File: src/rtl/coin_vend_ctrl.sv
module coin_vend_ctrl (
  input  logic clk,
  input  logic rst,
  input  logic nickel_i,
  input  logic dime_i,
  output logic open_o
);

  typedef enum logic [1:0] {
    CR_0   = 2'b00,
    CR_5   = 2'b01,
    CR_10  = 2'b10,
    CR_15P = 2'b11
  } credit_t;

  credit_t credit_q, credit_d;
  logic    one_coin;

  assign one_coin = nickel_i ^ dime_i;

  always_comb begin
    credit_d = credit_q;
    if (one_coin) begin
      unique case (credit_q)
        CR_0:    credit_d = dime_i ? CR_10 : CR_5;
        CR_5:    credit_d = dime_i ? CR_15P : CR_10;
        CR_10:   credit_d = CR_15P;
        default: credit_d = CR_15P;
      endcase
    end
  end

  always_ff @(posedge clk) begin
    if (rst) credit_q <= CR_0;
    else     credit_q <= credit_d;
  end

  assign open_o = (credit_q == CR_15P);

endmodule

File: config.mk
export PLATFORM = sky130hd
export DESIGN_NAME = coin_vend_ctrl
export DESIGN_NICKNAME = d
export VERILOG_FILES = /design/src/rtl/coin_vend_ctrl.sv
export SDC_FILE = /design/constraint.sdc
export NUM_CORES = 1
export LEC_CHECK = 0
export CAP_MARGIN = 0
export CORE_AREA = 4 4 41 43
export DETAILED_ROUTE_END_ITERATION = 10
export DIE_AREA = 0 0 45 47
export SLEW_MARGIN = 15
export SYNTH_ARGS = -nofsm -noshare
export SYNTH_HDL_FRONTEND = slang
export SYNTH_SLANG_ARGS = --single-unit
File: constraint.sdc
create_clock -name clk -period 1 [get_ports clk]
set_input_delay 0.2 -clock clk [delete_from_list [all_inputs] [get_ports clk]]
set_output_delay 0.2 -clock clk [all_outputs]
set_load 0.05 [all_outputs]
==> impl_summary.txt, run 1 <==
----------------------------------------------------
[Route]
  Average vias per placed instance ... 3.111
  Number of design rule violations left after detail routing ... 0
  Total number of vias ... 112
  Remaining antenna violation count after routing ... 0
  Total length of routed wires ... 280 um
  First-iteration detailed-routing DRC count ... 0
  Routed wire per std cell ... 7.778 um
  First drt pass iteration count ... 1

[Global routing]
  Total congestion overflow after global routing ... 0
  Antenna violations before repair ... 0
  Global-route wire length before repair ... 503 um
  Vias in the first global route ... 139
  Pin count of the biggest net entering global routing ... 5
  Global router's overall resource usage ... 4.101%

[STA]
  Final setup skew ... 0.00003209 ns
  Transition time at the pin with the least slew margin ... 0.1587 ns
  Crit share post-route ... 102.6%
  Endpoints failing hold ... 0
  Crit path time final ... 1.026 ns
  Max Clock Freq ... 974.4 MHz
  Setup violations, final ... 1
  Setup ws final ... -0.02627 ns
  Setup TNS after final layout ... -0.02627 ns
  Remaining max-slew budget at the tightest pin ... 89.41%
  Unrepaired setup endpoints after global routing ... yes
  Number of slew-limit violations in the final report ... 0

[Finish]
  Largest registers in the final layout ... credit_q (2)
  Net count of the finished layout ... 27
  Number of flip-flops in the largest register ... 2
  Finished Cell Area ... 221.5 um^2
  Register with the most flip-flops ... credit_q
  Antenna diode instance count ... 0
  Multi-input combinational cell area ... 63.81 um^2
  Synthesis-to-finish area growth ... 118.5%
  Ratio of cells with drive above 1 in the final layout ... 52.38%
  Fillers ... 150
  Register cell area after layout ... 42.54 um^2

[Job]
  Maxcap violations ... 0

[Floorplan]
  Placeable core region ... 1301 um^2
  Total die area ... 2115 um^2
  Die outline height ... 47 um
  Count of boundary I/O pins ... 5
  Width of the chip ... 45 um
  Initial cell density of the core ... 7.788%
  Number of core rows ... 13

[Critical path]
  Critical Setup Path Class ... register to primary output
  Worst EP arrival ... 0.83 ns
  Category of the worst setup path capture point ... primary output
  Critical path data required time ... 0.80 ns
  Highest net fanout along the worst path ... 3
  Startpoint Class ... register

[Clocking]
  Number of sinks on the clock net ... 2
  CTS tree ... built
  Level count of the clock H-tree ... 1
  Worst skew pair latency ... 0.22 ns
  Clock tree buffer depth ... 2
  Number of CTS-inserted buffers ... 3
  Cell at the root of the clock tree ... sky130_fd_sc_hd__clkbuf_4
  Clock transition at the registers of the reported paths ... 0.03 ns

[Synthesis]
  Area of the mapped netlist ... 101.3 um^2
  Share of synthesized area occupied by flip-flops and latches ... 39.51%
  Flip-flop and latch count after synthesis ... 2
  Largest area contributor in the synthesized netlist ... sky130_fd_sc_hd__dfxtp_1
  Warnings from Yosys ... 0
  Count of cell types in the netlist ... 9
  Synth Area per Inst ... 8.446 um^2
  Synth Net Count ... 16
  Post-Syn Instances ... 12
  Cell types with the largest area share after synthesis ... sky130_fd_sc_hd__dfxtp_1 (40%), sky130_fd_sc_hd__a21oi_1 (15%), sky130_fd_sc_hd__nor3_2 (9.9%)
  Fraction of post-synthesis cell area in the top cell type by area ... 39.51%

[Power]
  Clk network pwr share ... 52.4%
  Fraction of power consumed by sequential logic ... 28.0%
  Peak supply drop ... 343.7 uV
  Fraction of power spent switching nets ... 22.71%
  Switching power of the nets ... 0.07638 mW
  Final total power ... 0.3363 mW
  Internal power ... 0.2599 mW
  Leakage component of the power ... 0.1068 nW
  Share of power burned in combinational logic ... 19.6%
  Power Dens Cells ... 1519 nW/um^2

[Placed design]
  Count of buffers inserted at the top-level ports ... 4
  Placed cell areas ... 170.2 um^2
  Final weighted congestion in routability-driven placement ... 0.5649

[Hold path]
  Worst min-delay path class ... input port to register

[Run status]
  Status ... finished, violations left
  Failing checks ... negative setup slack

----------------------------------------------------
==> cell type report <==
type | count | area share, %
well taps | 15 | 8.475
inverters | 1 | 1.695
multi-input cells | 9 | 28.81
flip-flops and latches | 2 | 19.21
repair buffers | 6 | 31.64
clock buffers | 3 | 10.17
==> through the flow <==
| step | cells | hold slack, ns | setup WS (ns) | util, % |
|---|---|---|---|---|
| after floorplan | 12 | 0.2691 | 0.04577 | - |
| after CTS | 35 | 0.5144 | -0.03864 | 15.77 |
| after global placement | 31 | 0.5158 | -0.2033 | 13.08 |
| after global routing | 36 | 0.4273 | -0.06312 | 17.02 |
| after detailed placement | 31 | 0.5236 | -0.2125 | 13.08 |
| final | 36 | 0.3796 | -0.02627 | 17.02 |
==> cells in the mapped netlist <==
| master | number |
|---|---|
| sky130_fd_sc_hd__a21oi_1 | 3 |
| sky130_fd_sc_hd__nand2b_1 | 1 |
| sky130_fd_sc_hd__inv_1 | 1 |
| sky130_fd_sc_hd__nor2_1 | 1 |
| sky130_fd_sc_hd__nor3_2 | 1 |
| sky130_fd_sc_hd__nand3b_1 | 1 |
| sky130_fd_sc_hd__dfxtp_1 | 2 |
| sky130_fd_sc_hd__xor2_1 | 1 |
| sky130_fd_sc_hd__and2_1 | 1 |
==> placed cells by master, fill, tap and decap left out, types with 2 or more instances in the layout <==
cell                             count
sky130_fd_sc_hd__clkbuf_4            3
sky130_fd_sc_hd__a21oi_1             2
sky130_fd_sc_hd__dfxtp_2             2
sky130_fd_sc_hd__buf_4               2
sky130_fd_sc_hd__dlymetal6s2s_1      2
==> power by group through the flow <==
stage                     Combinational (mW)  Clock (mW)  Sequential (mW)
after floorplan                       0.0265           0           0.0931
after CTS                             0.0607       0.192           0.0936
final                                 0.0659       0.176           0.0943
after global placement                0.0513           0           0.0940
after detailed placement              0.0516           0           0.0944
after global routing                  0.0740       0.193           0.0950
==> per-layer routing <==
layer | global-route usage [%] | vias to the layer above | wire, um
met1 | 3.846 | 45 | 123
li1 | - | 58 | -
met4 | 8.772 | 0 | 17
met5 | 0 | - | 0
met2 | 4.237 | 7 | 100
met3 | 1.916 | 2 | 38
==> worst max-delay path, stage by stage (launching register included) <==
cell and delay, ns:
sky130_fd_sc_hd__dfxtp_2 0.33, sky130_fd_sc_hd__and2_4 0.15, sky130_fd_sc_hd__buf_12 0.13
==> repair_timing <==
action | CTS | global route
setup buffers | 1 | 1
pin swaps | 1 | 2
resized for setup | 3 | 3
hold endpoints to repair | 0 | 0
endpoints found under the setup margin | 1 | 2
hold buffers | 0 | 0
==> final timing paths <==
kind,endpoint,slack (ns),from,cells past startpoint
max,open_o,-0.03,credit_q[1],2
min reg2reg,credit_q[1],0.54,credit_q[1],2
min,credit_q[1],0.38,nickel_i,3
max reg2reg,credit_q[0],0.13,credit_q[0],4
==> cells by family (layout without fill, tap and decap cells) <==
group	count (synthesis)	after routing	share of synthesized area [%]
AND/OR/NAND/NOR	5	5	33.34
AO/OA/AOI/OAI	3	3	14.81
XOR/XNOR	1	1	8.644
buffers and inverters	1	10	3.700
flip-flops	2	2	39.51
(Power assumes the default switching activity.)
==> run 2, diff against run 1 <==
--- a/config.mk
+++ b/config.mk
@@ -13,3 +13,4 @@
 export SYNTH_ARGS = -nofsm -noshare
 export SYNTH_HDL_FRONTEND = slang
 export SYNTH_SLANG_ARGS = --single-unit
+export TNS_END_PERCENT = 10
==> results of run 2 <==
The final DEF is identical to that of run 1; final timing and power are the same.
